==> config.mk <==
export PLATFORM = sky130hd
export DESIGN_NAME = route_tile
export DESIGN_NICKNAME = d
export VERILOG_FILES = /design/src/rtl/tile_pkg.sv /design/src/rtl/cfg_chain.sv /design/src/rtl/sw_matrix.sv /design/src/rtl/lut_cell.sv /design/src/rtl/bottom_xbar.sv /design/src/rtl/route_tile.sv
export SDC_FILE = /design/constraint.sdc
export NUM_CORES = 1
export LEC_CHECK = 0
export ABC_AREA = 0
export BUFFER_PORTS_ARGS = -buffer_cell sky130_fd_sc_hd__buf_2
export CAP_MARGIN = 20
export CORE_ASPECT_RATIO = 0.75
export CORE_MARGIN = 8
export CORE_UTILIZATION = 60
export CTS_BUF_LIST = sky130_fd_sc_hd__clkbuf_4 sky130_fd_sc_hd__clkbuf_8
export DETAILED_ROUTE_END_ITERATION = 10
export PLACE_DENSITY = 0.81
export RECOVER_POWER = 25
export REMOVE_ABC_BUFFERS = 1
export SETUP_SLACK_MARGIN = 0.5
export SKIP_CTS_REPAIR_TIMING = 1
export SLEW_MARGIN = 0
export SYNTH_ARGS = -nofsm -noshare
export SYNTH_HDL_FRONTEND = slang
export SYNTH_SLANG_ARGS = --single-unit
==> constraint.sdc <==
create_clock -name clk -period 4.6 [get_ports clk]
set_clock_uncertainty 0.15 [all_clocks]
set_input_delay 0.23 -clock clk [delete_from_list [all_inputs] [get_ports clk]]
set_output_delay 0.23 -clock clk [all_outputs]
set_load 0.02 [all_outputs]
==> src/rtl/tile_pkg.sv <==
package tile_pkg;

    localparam int CH        = 4;
    localparam int CH_W      = $clog2(CH);
    localparam int LUT_IN    = 3;
    localparam int LUT_OUT   = 2;
    localparam int LUT_DEPTH = 1 << LUT_IN;
    localparam int N_PAIR    = 6;

    typedef enum logic [2:0] {
        PR_NS = 3'd0,
        PR_EW = 3'd1,
        PR_NE = 3'd2,
        PR_NW = 3'd3,
        PR_SE = 3'd4,
        PR_SW = 3'd5
    } pair_e;

    typedef logic [CH-1:0] chan_t;

    typedef struct packed {
        chan_t [N_PAIR-1:0] pair;
    } sm_cfg_t;

    typedef struct packed {
        logic            force_zero;
        logic            from_right;
        logic [CH_W-1:0] chan;
    } in_sel_t;

    typedef struct packed {
        logic            enable;
        logic [CH_W-1:0] src;
    } bot_sel_t;

    typedef struct packed {
        sm_cfg_t                              sm_l;
        sm_cfg_t                              sm_r;
        logic [LUT_DEPTH-1:0][LUT_OUT-1:0]    table_bits;
        in_sel_t [LUT_IN-1:0]                 in_sel;
        chan_t [LUT_OUT-1:0]                  out_mask;
        bot_sel_t [CH-1:0]                    bot;
    } tile_cfg_t;

    localparam int CFG_W = $bits(tile_cfg_t);

    // Pass a channel vector through a pairing enable vector.
    function automatic chan_t gate_ch(chan_t sig, chan_t en);
        return sig & en;
    endfunction

endpackage

==> src/rtl/cfg_chain.sv <==
module cfg_chain #(
    parameter int W = 96
) (
    input  logic         clk,
    input  logic         rst,
    input  logic         shift_en,
    input  logic         din,
    output logic [W-1:0] q,
    output logic         dout
);

    always_ff @(posedge clk) begin
        if (rst) begin
            q <= '0;
        end else if (shift_en) begin
            q <= {q[W-2:0], din};
        end
    end

    assign dout = q[W-1];

endmodule

==> src/rtl/sw_matrix.sv <==
module sw_matrix
    import tile_pkg::*;
(
    input  sm_cfg_t cfg,
    input  chan_t   n_in,
    input  chan_t   e_in,
    input  chan_t   s_in,
    input  chan_t   w_in,
    output chan_t   n_out,
    output chan_t   e_out,
    output chan_t   s_out,
    output chan_t   w_out
);

    chan_t p_ns, p_ew, p_ne, p_nw, p_se, p_sw;

    assign p_ns = cfg.pair[PR_NS];
    assign p_ew = cfg.pair[PR_EW];
    assign p_ne = cfg.pair[PR_NE];
    assign p_nw = cfg.pair[PR_NW];
    assign p_se = cfg.pair[PR_SE];
    assign p_sw = cfg.pair[PR_SW];

    // Each side sees the other three sides, only on its own channel index.
    assign n_out = gate_ch(s_in, p_ns) | gate_ch(e_in, p_ne) | gate_ch(w_in, p_nw);
    assign s_out = gate_ch(n_in, p_ns) | gate_ch(e_in, p_se) | gate_ch(w_in, p_sw);
    assign e_out = gate_ch(w_in, p_ew) | gate_ch(n_in, p_ne) | gate_ch(s_in, p_se);
    assign w_out = gate_ch(e_in, p_ew) | gate_ch(n_in, p_nw) | gate_ch(s_in, p_sw);

endmodule

==> src/rtl/lut_cell.sv <==
module lut_cell
    import tile_pkg::*;
(
    input  chan_t                             left_ch,
    input  chan_t                             right_ch,
    input  logic [LUT_DEPTH-1:0][LUT_OUT-1:0] table_bits,
    input  in_sel_t [LUT_IN-1:0]              in_sel,
    input  chan_t [LUT_OUT-1:0]               out_mask,
    output chan_t                             drive,
    output logic                              conflict
);

    logic [LUT_IN-1:0]  addr;
    logic [LUT_OUT-1:0] word;

    for (genvar i = 0; i < LUT_IN; i++) begin : g_in
        always_comb begin
            if (in_sel[i].force_zero) begin
                addr[i] = 1'b0;
            end else if (in_sel[i].from_right) begin
                addr[i] = right_ch[in_sel[i].chan];
            end else begin
                addr[i] = left_ch[in_sel[i].chan];
            end
        end
    end

    assign word = table_bits[addr];

    always_comb begin
        drive = '0;
        for (int k = 0; k < LUT_OUT; k++) begin
            drive = drive | (out_mask[k] & {CH{word[k]}});
        end
    end

    chan_t seen, clash;
    always_comb begin
        seen  = '0;
        clash = '0;
        for (int k = 0; k < LUT_OUT; k++) begin
            clash = clash | (seen & out_mask[k]);
            seen  = seen | out_mask[k];
        end
    end

    assign conflict = |clash;

endmodule

==> src/rtl/bottom_xbar.sv <==
module bottom_xbar
    import tile_pkg::*;
(
    input  chan_t             lut_drive,
    input  chan_t             ext_in,
    input  bot_sel_t [CH-1:0] sel,
    output chan_t             out
);

    chan_t bus;
    assign bus = lut_drive | ext_in;

    for (genvar c = 0; c < CH; c++) begin : g_out
        assign out[c] = sel[c].enable & bus[sel[c].src];
    end

endmodule

==> src/rtl/route_tile.sv <==
module route_tile
    import tile_pkg::*;
(
    input  logic          clk,
    input  logic          rst,
    input  logic          cfg_en,
    input  logic          cfg_din,
    output logic          cfg_dout,
    input  logic [CH-1:0] l_n_in,
    input  logic [CH-1:0] l_s_in,
    input  logic [CH-1:0] l_w_in,
    output logic [CH-1:0] l_n_out,
    output logic [CH-1:0] l_s_out,
    output logic [CH-1:0] l_w_out,
    input  logic [CH-1:0] r_n_in,
    input  logic [CH-1:0] r_s_in,
    input  logic [CH-1:0] r_e_in,
    output logic [CH-1:0] r_n_out,
    output logic [CH-1:0] r_s_out,
    output logic [CH-1:0] r_e_out,
    input  logic [CH-1:0] bot_in,
    output logic [CH-1:0] bot_out,
    output logic          cfg_err
);

    logic [CFG_W-1:0] cfg_q;
    tile_cfg_t        cfg;

    cfg_chain #(.W(CFG_W)) u_chain (
        .clk      (clk),
        .rst      (rst),
        .shift_en (cfg_en),
        .din      (cfg_din),
        .q        (cfg_q),
        .dout     (cfg_dout)
    );

    assign cfg = tile_cfg_t'(cfg_q);

    chan_t lm_n, lm_s, lm_w, lm_e;
    chan_t rm_n, rm_s, rm_e, rm_w;

    sw_matrix u_sm_l (
        .cfg   (cfg.sm_l),
        .n_in  (l_n_in),
        .e_in  (rm_w),
        .s_in  (l_s_in),
        .w_in  (l_w_in),
        .n_out (lm_n),
        .e_out (lm_e),
        .s_out (lm_s),
        .w_out (lm_w)
    );

    sw_matrix u_sm_r (
        .cfg   (cfg.sm_r),
        .n_in  (r_n_in),
        .e_in  (r_e_in),
        .s_in  (r_s_in),
        .w_in  (lm_e),
        .n_out (rm_n),
        .e_out (rm_e),
        .s_out (rm_s),
        .w_out (rm_w)
    );

    chan_t lut_drive;
    logic  mask_clash;

    lut_cell u_lut (
        .left_ch    (lm_e),
        .right_ch   (rm_w),
        .table_bits (cfg.table_bits),
        .in_sel     (cfg.in_sel),
        .out_mask   (cfg.out_mask),
        .drive      (lut_drive),
        .conflict   (mask_clash)
    );

    chan_t xbar_out;

    bottom_xbar u_xbar (
        .lut_drive (lut_drive),
        .ext_in    (bot_in),
        .sel       (cfg.bot),
        .out       (xbar_out)
    );

    // Outputs are meaningful only once loading has finished.
    assign l_n_out = cfg_en ? '0 : lm_n;
    assign l_s_out = cfg_en ? '0 : lm_s;
    assign l_w_out = cfg_en ? '0 : lm_w;
    assign r_n_out = cfg_en ? '0 : rm_n;
    assign r_s_out = cfg_en ? '0 : rm_s;
    assign r_e_out = cfg_en ? '0 : rm_e;
    assign bot_out = cfg_en ? '0 : xbar_out;
    assign cfg_err = cfg_en ? 1'b0 : mask_clash;

endmodule

# ---- Word level (Yosys, flattened, before mapping)
# Index checks and enable logic that the tools add are counted.
dict set report word_totals {
  register_bits 96
  inputBits 32
  output_inout_bits 30
}
dict set report classes {
  order_cmp 8
  n_mux 36
  bitwise_logic 49
  n_reduce_logical 1
}
# operator count
set op_table {}
lappend op_table {{AND 4 bit} 27}
lappend op_table {{bitwise OR 4 bit} 18}
lappend op_table {{two-way mux 4 bit} 7}
lappend op_table {{less-than comparator 2 x 3 -> 1 bit (second input constant)} 7}
lappend op_table {{binary-select mux 1 bit (select 2 bit)} 10}
lappend op_table {{two-way mux 1 bit} 17}
lappend op_table {{binary-select mux 2 bit (select 3 bit)} 1}
lappend op_table {{AND 1 bit} 4}
lappend op_table {{less-than comparator 3 x 4 -> 1 bit (second input constant)} 1}
lappend op_table {{OR reduction 4 bit} 1}
lappend op_table {{two-way mux 2 bit} 1}

# ---- Logic depth before layout (Yosys ltp)
# Gate-level depths: netlist of run 1.
dict set report depth {
  ltp_word 16
  depth_mapped 10
  mapped_depth_nobuf 9
}

# ---- Hierarchy
# Synthesis of run 1 repeated with hierarchy kept, for this count alone.
dict set report hier_totals {
  cells_unflattened 483
  hier_area_um2 4829.6
}
# module n_inst cells_per_inst area_per_inst_um2 seq_area_each_um2
set modules_own_cells {}
lappend modules_own_cells {cfg_chain 1 311 3437.0 1921.8}
lappend modules_own_cells {lut_cell 1 54 503.0 0.0}
lappend modules_own_cells {sw_matrix 2 32 220.2 0.0}
lappend modules_own_cells {route_tile 1 32 301.5 0.0}
lappend modules_own_cells {bottom_xbar 1 22 147.6 0.0}

# ---- Worst setup path after synthesis of run 1
# OpenSTA, ideal clock, no wires.
dict set report synth_timing {
  path_type {reg2out}
  startpoint {register u_chain.q[53]}
  endpoint {output port bot_out[2]}
  t_arrival_ns 2.740
  t_required_ns 4.220
  setup_slack_ns 1.480
  stages_incl_launch_ff 10
  path_buffers 0
  cell_sequence {dfxtp_1 -> a222oi_1 -> mux4_2 -> a22o_1 -> nor2_2 -> mux2_2 -> a222oi_1 -> o221ai_1 -> o22ai_1 -> o22ai_1}
}
dict set report synth_via {
  elab_chain_len 16
}
# item line_no
set synth_rtl {}
lappend synth_rtl {{start, declared} cfg_chain.sv:8} ;# output logic [W-1:0] q,
lappend synth_rtl {{start signal, assigned} cfg_chain.sv:16} ;# q <= {q[W-2:0], din};
lappend synth_rtl {{AND 4 bit *} tile_pkg.sv:49} ;# return sig & en;
lappend synth_rtl {{bitwise OR 4 bit * (2 in a row)} sw_matrix.sv:28} ;# assign w_out = gate_ch(e_in, p_ew) | gate_ch(n_in, p_nw) | gate_ch(s_in, p_sw);
lappend synth_rtl {{binary-select mux 1 bit (select 2 bit)} lut_cell.sv:21} ;# addr[i] = right_ch[in_sel[i].chan];
lappend synth_rtl {{two-way mux 1 bit (not written as such)} lut_cell.sv:21}
lappend synth_rtl {{two-way mux 1 bit} lut_cell.sv:20} ;# end else if (in_sel[i].from_right) begin
lappend synth_rtl {{two-way mux 1 bit} lut_cell.sv:18} ;# if (in_sel[i].force_zero) begin
lappend synth_rtl {{binary-select mux 2 bit (select 3 bit) *} lut_cell.sv:28} ;# assign word = table_bits[addr];
lappend synth_rtl {{two-way mux 2 bit (not written as such) *} lut_cell.sv:28}
lappend synth_rtl {{AND 4 bit} lut_cell.sv:33} ;# drive = drive | (out_mask[k] & {CH{word[k]}});
lappend synth_rtl {{bitwise OR 4 bit *} lut_cell.sv:33}
lappend synth_rtl {{bitwise OR 4 bit *} bottom_xbar.sv:11} ;# assign bus = lut_drive | ext_in;
lappend synth_rtl {{binary-select mux 1 bit (select 2 bit) *} bottom_xbar.sv:14} ;# assign out[c] = sel[c].enable & bus[sel[c].src];
lappend synth_rtl {{two-way mux 1 bit (not written as such) *} bottom_xbar.sv:14}
lappend synth_rtl {{AND 1 bit *} bottom_xbar.sv:14}
lappend synth_rtl {{two-way mux 4 bit *} route_tile.sv:96} ;# assign bot_out = cfg_en ? '0 : xbar_out;
lappend synth_rtl {{end, declared} route_tile.sv:22} ;# output logic [CH-1:0] bot_out,
# Every way passes the cells marked *; elsewhere a longest branch is shown, timed or not. The select of a mux whose other input is x is not followed.

# ---- Worst setup path in the final report of run 1
dict set report layout_timing {
  startpoint {register u_chain.q[69]}
  endpoint {output port bot_out[1]}
}
dict set report layout_via {
  elab_chain_len 15
}
# item line_no
set layout_rtl {}
lappend layout_rtl {{AND 4 bit *} tile_pkg.sv:49}
lappend layout_rtl {{bitwise OR 4 bit *} sw_matrix.sv:28}
lappend layout_rtl {{binary-select mux 1 bit (select 2 bit)} lut_cell.sv:21}
lappend layout_rtl {{two-way mux 1 bit (not written as such)} lut_cell.sv:21}
lappend layout_rtl {{two-way mux 1 bit} lut_cell.sv:20}
lappend layout_rtl {{two-way mux 1 bit} lut_cell.sv:18}
lappend layout_rtl {{binary-select mux 2 bit (select 3 bit) *} lut_cell.sv:28}
lappend layout_rtl {{two-way mux 2 bit (not written as such) *} lut_cell.sv:28}
lappend layout_rtl {{AND 4 bit} lut_cell.sv:33}
lappend layout_rtl {{bitwise OR 4 bit *} lut_cell.sv:33}
lappend layout_rtl {{bitwise OR 4 bit *} bottom_xbar.sv:11}
lappend layout_rtl {{binary-select mux 1 bit (select 2 bit) *} bottom_xbar.sv:14}
lappend layout_rtl {{two-way mux 1 bit (not written as such) *} bottom_xbar.sv:14}
lappend layout_rtl {{AND 1 bit *} bottom_xbar.sv:14}
lappend layout_rtl {{two-way mux 4 bit *} route_tile.sv:96}
# Marks and branches as above.

==> results.cfg, run 1 <==
[sta]
worst_pin_slew_ns = 2.510
finalCriticalPeriod_ns = 3.952
slew_violations = 61
tns_ns = 0
slew-limit-headroom = -0.6736
hold_slack_ns = -0.03347
rsz0062_at_grt = false
hold_violations = 1
setup_violations = 0
fmax_ghz = 0.2531
fin_crit_sh = 0.8591

[floorplanning]
rows = 27
io_pins = 62
dieHeight_um = 91.75
core-area_sq_um = 7365
die_w_um = 117
fp.dieArea_sq_um = 10730
start_util = 0.6233

[placed_design]
port_buffers = 61
gp_congestion = 0.8589
hpwlAfterDp_mm = 7.982

[yosys]
synth_top_cell_area_share = 0.4186
syn_avg_cell_area_sq_um = 9.293
synthTopCellsByArea = dfxtp_1 (42%), mux2i_1 (23%), nor2_1 (10%)
synth_most_common_cell = nor2_1
ys_types = 30
yosys_most_used_dff = dfxtp_1
synth_top_cell_by_area = dfxtp_1
yosysWarnings = 0
synth_edf_count = 0
synth-async-reset-ratio = 0
syn_inst = 494
syn-cell-area_sq_um = 4591
ys_seq_area_frac = 0.4186
synth-seq-cells = 96
synthTopCellsByCount = nor2_1 (126), mux2i_1 (106), dfxtp_1 (96)

[power_and_ir_drop]
p_per_area_nw_per_um2 = 285.8
p_leak_uw = 0.002243
ir_worst_vdd_v = 0.0002162

[grt]
grtUsageTotal = 0.2095
grt_max_degree = 71
first_global_vias = 3665
grt_pass1_wl_mm = 18.12
grt_overflow = 0
antenna_found_initial = 0

[worst_hold_path]
hold_path_class = primary input to flop

[status]
status = finished with violations
violations = hold timing, capacitance limit, slew limit

[cells_and_area]
n_antenna_cell = 0
area_delta_synth_final_pct = 13.85
layout.nets = 580
drive_above_1_share = 0.1863
utilization = 0.7097
largest_reg_flops = 96
regMostFlops = u_chain.q
reg_top3 = u_chain.q: 96 flops

[setup_path]
slowest_stage = mux4_2
max_stage_delay_ns = 0.47
cp-start-kind = flop
end_kind = output pin
cp_top_family = compound AO/OA/AOI/OAI gates
cp_cell_sequence = a222oi_1, buf_4, mux4_2, a22o_1, nor2_4, mux2_2, a222oi_1, buf_4, o221ai_1, o22ai_1, o22ai_1, buf_2
cp_data_arrival_time_ns = 3.57
critical_path_class = flop to output pin
cp.required_ns = 4.22
worst-path-buf-inv = 3
crit_fanout = 5

[detailed_routing]
firstDrtPassIters = 6
drtIter0Drc = 545
vias = 4099
drc = 0
ant_nets = 0
viasPerCell = 6.268
routed_wl_mm = 11.36
wl_per_cell_um = 17.36

[clock_tree]
clock_sinks = 96
htree_levels = 3
cts_buffer_depth = 2
root_buffer = clkbuf_8
worstSkewPairLatency_ns = 0.36
clkTransAtPathRegs_ns = 0.09
cts_tree = yes
numCtsBuffers = 9

[flow_run]
cap_violations = 1
[area by class of cell]
| cell class | count | area, sq um |
|---|---|---|
| Tap cell | 101 | 126.4 |
| Clock buffer | 12 | 158.9 |
| Clock inverter | 4 | 52.55 |
| Multi-Input combinational cell | 356 | 2534 |
| Fill cell | 606 | 2138 |
| Inverter | 15 | 56.30 |
| Timing Repair Buffer | 70 | 376.6 |
| Sequential cell | 96 | 1922 |
[final timing paths]
kind | start | end | slack, ns | depth (start not counted)
setup / recovery | u_chain.q[69] | bot_out[1] | 0.65 | 12
hold reg to reg | u_chain.q[27] | u_chain.q[27] | 0.39 | 2
hold / removal | cfg_din | u_chain.q[0] | -0.03 | 3
setup reg to reg | u_chain.q[7] | u_chain.q[8] | 3.61 | 2
[cell families (layout without fill, tap and decap cells)]
family	count (synthesis)	count (layout)	synth area share
AO/OA/AOI/OAI	78	78	0.1436
buffers and inverters	42	101	0.03434
flip-flops	96	96	0.4186
multiplexers	114	114	0.2557
AND/OR/NAND/NOR	164	164	0.1477
[power by group]
group	total, uW	internal [uW]	switching (uW)
combinational	87.7	32.8	54.9
sequential	833	831	1.32
clock	573	288	285
[cells in the final DEF, fill, tap and decap left out, drive strengths merged, types with 2 or more instances in the layout]
master / count
inv: 15
o22ai: 8
clkinv: 3
buf: 68
or3b: 4
a222oi: 33
o221ai: 5
a22oi: 12
a221oi: 4
dfxtp: 96
o21ai: 4
mux4: 2
nand2b: 5
nor2: 127
mux2: 6
clkbuf: 14
a32oi: 3
a21oi: 4
nand2: 20
mux2i: 106
nand3b: 4
[worst min-delay path, stage by stage]
cell and delay (ns):
buf_2 0.08, mux2i_1 0.06, nor2_1 0.08
[through the flow]
stage          std cells  hold slack, ns  instance area [sq um]  setup slack (ns)  power (uW)
6_report             654        -0.03347                   5226            0.6482        1494
5_1_grt              654         0.01808                   5226            0.5162        1544
4_1_cts              648        -0.03100                   5161            0.4623        1497
3_5_place_dp         632          0.3444                   4950            0.9185       938.3
3_3_place_gp         632          0.3101                   4950             1.065       936.4
2_1_floorplan        467          0.1524                   4489             1.480       875.6
[metal layers]
layer / vias to the layer above / wire (um) / global-route usage / share of wire
li1: 1934 / - / - / -
met1: 1936 / 5334 / 0.2993 / 0.47
met2: 200 / 4807 / 0.2993 / 0.42
met3: 29 / 967 / 0.04584 / 0.085
met4: 0 / 246 / 0.07864 / 0.022
met5: - / 0 / 0 / 0
No activity file was read; power rests on OpenSTA's default activity.
==> run 2: changes to the inputs <==
--- a/config.mk
+++ b/config.mk
@@ -13,7 +13,7 @@
 export CORE_UTILIZATION = 60
 export CTS_BUF_LIST = sky130_fd_sc_hd__clkbuf_4 sky130_fd_sc_hd__clkbuf_8
 export DETAILED_ROUTE_END_ITERATION = 10
-export PLACE_DENSITY = 0.81
+export PLACE_DENSITY = 0.88
 export RECOVER_POWER = 25
 export REMOVE_ABC_BUFFERS = 1
 export SETUP_SLACK_MARGIN = 0.5
==> run 2 against run 1 <==
Against the previous run:
- the run ends with capacitance limit, slew limit left
- worst setup slack lost 0.10 ns
- first-iteration DRC count grew 0.92%
- die area is the same
- global-route usage grew 0.69 points
- total power grew 5.8%
- via count grew 0.59%
- clock-buffer cell count shrank 1
- final cell count shrank 0.92%
- wire length grew 5.1%
- sequential share of layout area shrank 0.088 points
- maximum frequency shrank 2.6%
- critical path type unchanged
- largest power group unchanged
==> results.cfg, run 2 (synthesis gave the netlist of run 1 again) <==
[floorplanning]
core-area_sq_um = 7365
fp.dieArea_sq_um = 10730
die_w_um = 117
io_pins = 62
start_util = 0.6233
dieHeight_um = 91.75
rows = 27

[placed_design]
gp_congestion = 0.9296
port_buffers = 61
hpwlAfterDp_mm = 8.077

[sta]
tns_ns = 0
slew_violations = 85
fin_crit_sh = 0.8818
rsz0062_at_grt = false
setup_violations = 0
worst_pin_slew_ns = 2.331
slew-limit-headroom = -0.5539
fmax_ghz = 0.2465
hold_violations = 0
hold_slack_ns = 0.2706
finalCriticalPeriod_ns = 4.056

[power_and_ir_drop]
ir_worst_vdd_v = 0.0001947
p_leak_uw = 0.002247
p_sw_uw = 327.2
power.total_uw = 1581
pwr-share-clk = 0.414
share_seq_of_total_power = 0.527
sw_frac_of_total = 0.2070
pwr-share-comb = 0.059
p_per_area_nw_per_um2 = 301.7
power.internal_uw = 1253

[clock_tree]
root_buffer = clkbuf_8
worstSkewPairLatency_ns = 0.36
htree_levels = 3
cts_buffer_depth = 2
clock_sinks = 96
clkTransAtPathRegs_ns = 0.09
numCtsBuffers = 9
cts_tree = yes

[cells_and_area]
layout_commonest_cell = nor2_1
most-common-layout-cells = nor2_1 (126), mux2i_1 (106), dfxtp_1 (96)
n_antenna_cell = 0
layout.nets = 576
regMostFlops = u_chain.q
area_delta_synth_final_pct = 14.12
largest_reg_flops = 96
reg_top3 = u_chain.q: 96 flops
drive_above_1_share = 0.1846
fill_cells = 555

[detailed_routing]
drc = 0
viasPerCell = 6.363
drtIter0Drc = 550
wl_per_cell_um = 18.41
ant_nets = 0
routed_wl_mm = 11.93
vias = 4123
firstDrtPassIters = 7

[status]
violations = capacitance limit, slew limit
status = finished with violations

[setup_path]
end_kind = output pin
crit_fanout = 5
cp_data_arrival_time_ns = 3.68
cp-start-kind = flop
rrSetupSlack_ns = 3.54
critical_path_class = flop to output pin
cp.required_ns = 4.22
slowest_stage = mux4_2
max_stage_delay_ns = 0.46
cp_cell_sequence = a222oi_1, buf_4, mux4_2, a22o_1, nor2_2, mux2_2, a222oi_1, buf_4, o221ai_1, o22ai_1, o22ai_1, buf_2

[grt]
grt_max_degree = 85
grt_pass1_wl_mm = 18.59
first_global_vias = 3802
antenna_found_initial = 0
grtUsageTotal = 0.2164
grt_overflow = 0

[worst_hold_path]
hold_path_class = primary input to flop

[flow_run]
cap_violations = 1
-- run 2: changes by cell type in the layout (fill, tap and decap cells not counted), moves of 2 or more --
cell / before / now
o221ai_2: 0 / 2
o221ai_1: 5 / 3
buf_2: 58 / 60
buf_4: 9 / 4
clkbuf_1: 2 / 0
bufinv_16: 1 / 3
clkinv_4: 2 / 0
-- run 2: layout make-up --
type / instances / area (sq um) / area share
clock inverters: 3 / 90.09 / 0.01720
multi-input cells: 356 / 2547 / 0.4863
well taps: 101 / 126.4 / 0.02412
inverters: 15 / 56.30 / 0.01075
clock buffers: 11 / 151.4 / 0.02890
flip-flops and latches: 96 / 1922 / 0.3668
repair buffers: 66 / 345.3 / 0.06592
-- run 2: through the flow --
stage	setup WS, ns	area [sq um]	util	instances
2_1_floorplan	1.480	4489	-	467
3_3_place_gp	1.093	4942	0.6711	631
3_5_place_dp	0.9554	4942	0.6711	631
4_1_cts	0.5670	5184	0.7039	645
5_1_grt	0.3104	5239	0.7113	648
6_report	0.5439	5239	0.7113	648
-- run 2: routing by layer --
metal  vias up  GRT usage  wire, um
li1       1919          -         -
met1      1963     0.2932      5152
met2       209     0.3270      5463
met3        32    0.04781      1063
met4         0    0.08395       250
met5         -          0         0
-- run 2: power by group through the flow --
stage	clock [uW]	combinational, uW	sequential (uW)
after detailed placement	0	85.7	852
final	655	93.6	832
after global routing	702	99.3	833
after CTS	660	86.4	832
after floorplan	0	23.9	852
after global placement	0	83.7	852
-- run 2: path summary, 6_finish.rpt --
path	startpoint	to	cells after the start
max	u_chain.q[52]	bot_out[1]	12
min	rst	u_chain.q[67]	2
max reg2reg	u_chain.q[24]	u_chain.q[24]	2
min reg2reg	u_chain.q[44]	u_chain.q[44]	2
-- run 2: critical path, delay by kind of cell, from the launching register on --
family	cells	cell delay [ns]
flip-flops	1	0.43
multiplexers	2	0.85
buffers and inverters	3	0.55
AO/OA/AOI/OAI	6	1.23
AND/OR/NAND/NOR	1	0.25
==> run 3: changes to the inputs <==
--- a/config.mk
+++ b/config.mk
@@ -5,7 +5,7 @@
 export SDC_FILE = /design/constraint.sdc
 export NUM_CORES = 1
 export LEC_CHECK = 0
-export ABC_AREA = 0
+export ABC_AREA = 1
 export BUFFER_PORTS_ARGS = -buffer_cell sky130_fd_sc_hd__buf_2
 export CAP_MARGIN = 20
 export CORE_ASPECT_RATIO = 0.75
==> run 3 against run 2 <==
Against the previous run:
- the run still ends with capacitance limit, slew limit left
- maximum frequency grew 16%
- synthesized cell count grew 36%
- global-route usage grew 1.2 points
- critical path type is now primary input to output pin
==> results.cfg, run 3 <==
[status]
status = finished with violations
violations = capacitance limit, slew limit

[floorplanning]
rows = 28
die_w_um = 117.9
dieHeight_um = 92.43
start_util = 0.6063
fp.dieArea_sq_um = 10900
core-area_sq_um = 7707
io_pins = 62

[cells_and_area]
reg_top3 = u_chain.q: 96 flops
drive_above_1_share = 0.1516
fin_cells = 824
regMostFlops = u_chain.q
area_delta_synth_final_pct = 11.33
most-common-layout-cells = nor2_1 (96), dfxtp_1 (96), a21oi_1 (86)
n_antenna_cell = 0
largest_reg_flops = 96
layout.nets = 746
utilization = 0.6750

[setup_path]
critical_path_class = primary input to output pin
cp.required_ns = 4.22
r2r_cells = 2
end_kind = output pin
crit_fanout = 65
reg2reg_from = u_chain.q[23]
cp-start-kind = primary input
rrSetupSlack_ns = 3.48
r2r-end = u_chain.q[24]
cp_data_arrival_time_ns = 3.12

[clock_tree]
cts_buffer_depth = 2
clock_sinks = 96
root_buffer = clkbuf_8
numCtsBuffers = 9
cts_tree = yes
worstSkewPairLatency_ns = 0.39
clkTransAtPathRegs_ns = 0.11
htree_levels = 3

[placed_design]
hpwlAfterDp_mm = 8.715
port_buffers = 61
dp.cells = 807
gp_congestion = 0.9111

[flow_run]
cap_violations = 2

[detailed_routing]
ant_nets = 0
drc = 0
wl_per_cell_um = 14.96
drtIter0Drc = 550
routed_wl_mm = 12.32
firstDrtPassIters = 5
vias = 4824
viasPerCell = 5.854

[sta]
hold_slack_ns = 0.05073
finalCriticalPeriod_ns = 3.503
slew-limit-headroom = -0.7800
hold_violations = 0
fin_crit_sh = 0.7616
slew_violations = 193
rsz0062_at_grt = false
tns_ns = 0
worst_pin_slew_ns = 2.670
fmax_ghz = 0.2854
setup_violations = 0

[grt]
grtUsageTotal = 0.2282
grt_pass1_wl_mm = 20.86
grt_max_degree = 127
grt_overflow = 0
antenna_found_initial = 0
first_global_vias = 4574

[worst_hold_path]
whs_endpoint = u_chain.q[65]
worstHoldStart = cfg_en
min_delay_path_depth = 2
hold_path_class = primary input to flop

[yosys]
synth_top_cell_area_share = 0.4112
yosysWarnings = 0
ys_types = 27
synth-seq-cells = 96
syn_inst = 672
synth_top_cell_by_area = dfxtp_1
synthTopCellsByCount = dfxtp_1 (96), nor2_1 (96), a21oi_1 (86)
syn-cell-area_sq_um = 4673
synth-async-reset-ratio = 0
yosys_most_used_dff = dfxtp_1
synth_edf_count = 0
synthTopCellsByArea = dfxtp_1 (41%), a21oi_1 (9.2%), o21ai_0 (8.7%)
syn_avg_cell_area_sq_um = 6.954
ys_seq_area_frac = 0.4112

[power_and_ir_drop]
ir_worst_vdd_v = 0.0002107
p_per_area_nw_per_um2 = 351.1
p_leak_uw = 0.002332
run 3: layout make-up:
class,instances,area [sq um]
fill,662,2505
multi-input combinational,451,2282
clock buffer,9,123.9
tap,105,131.4
sequential,96,1922
timing repair buffer,65,332.8
inverter,91,341.6
clock inverter,7,68.82
run 3: where the power goes:
part	internal [uW]	total (uW)	leakage, uW	switching [uW]
Clock	214	554	0.000100	341
Combinational	118	345	0.00144	227
Sequential	883	927	0.000793	44.2
run 3: kinds of logic (layout without fill, tap and decap cells):
kind of cell / Yosys count / count (layout) / share of synthesized area
AOI/OAI and AO/OA: 208 / 208 / 0.2375
buffers and inverters: 125 / 172 / 0.1004
DFF: 96 / 96 / 0.4112
and+or+nand+nor: 243 / 243 / 0.2509
run 3: critical path, stage by stage:
cell,delay (ns)
buf_4,0.19
inv_1,0.09
clkbuf_1,1.89
nand2_1,0.20
inv_1,0.13
nand2_1,0.06
nor2_1,0.12
buf_2,0.18
run 3: how the worst max path moves through the flow:
stage	endpoint	startpoint	slack (ns)	depth (start not counted)
after floorplan	bot_out[0]	u_chain.q[60]	2.42	17
after global placement	bot_out[2]	l_n_in[1]	2.20	19
after detailed placement	bot_out[3]	l_n_in[1]	2.08	19
after CTS	bot_out[3]	u_chain.q[60]	1.64	18
after global routing	bot_out[0]	cfg_en	0.74	8
final	bot_out[3]	cfg_en	1.10	8
run 3: per-stage QoR:
stage,total power [uW],setup WS (ns),area [sq um]
4_1_cts,1820,1.644,5200
5_1_grt,1910,0.7372,5202
3_3_place_gp,1264,2.198,5007
3_5_place_dp,1280,2.077,5007
6_report,1827,1.097,5202
2_1_floorplan,1165,2.418,4546
run 3: per-layer routing:
layer,track usage,up-vias,share of wire
met5,0,-,0
met4,0.07651,0,0.016
met3,0.06140,29,0.075
met2,0.3740,225,0.46
met1,0.2874,2240,0.45
li1,-,2330,-
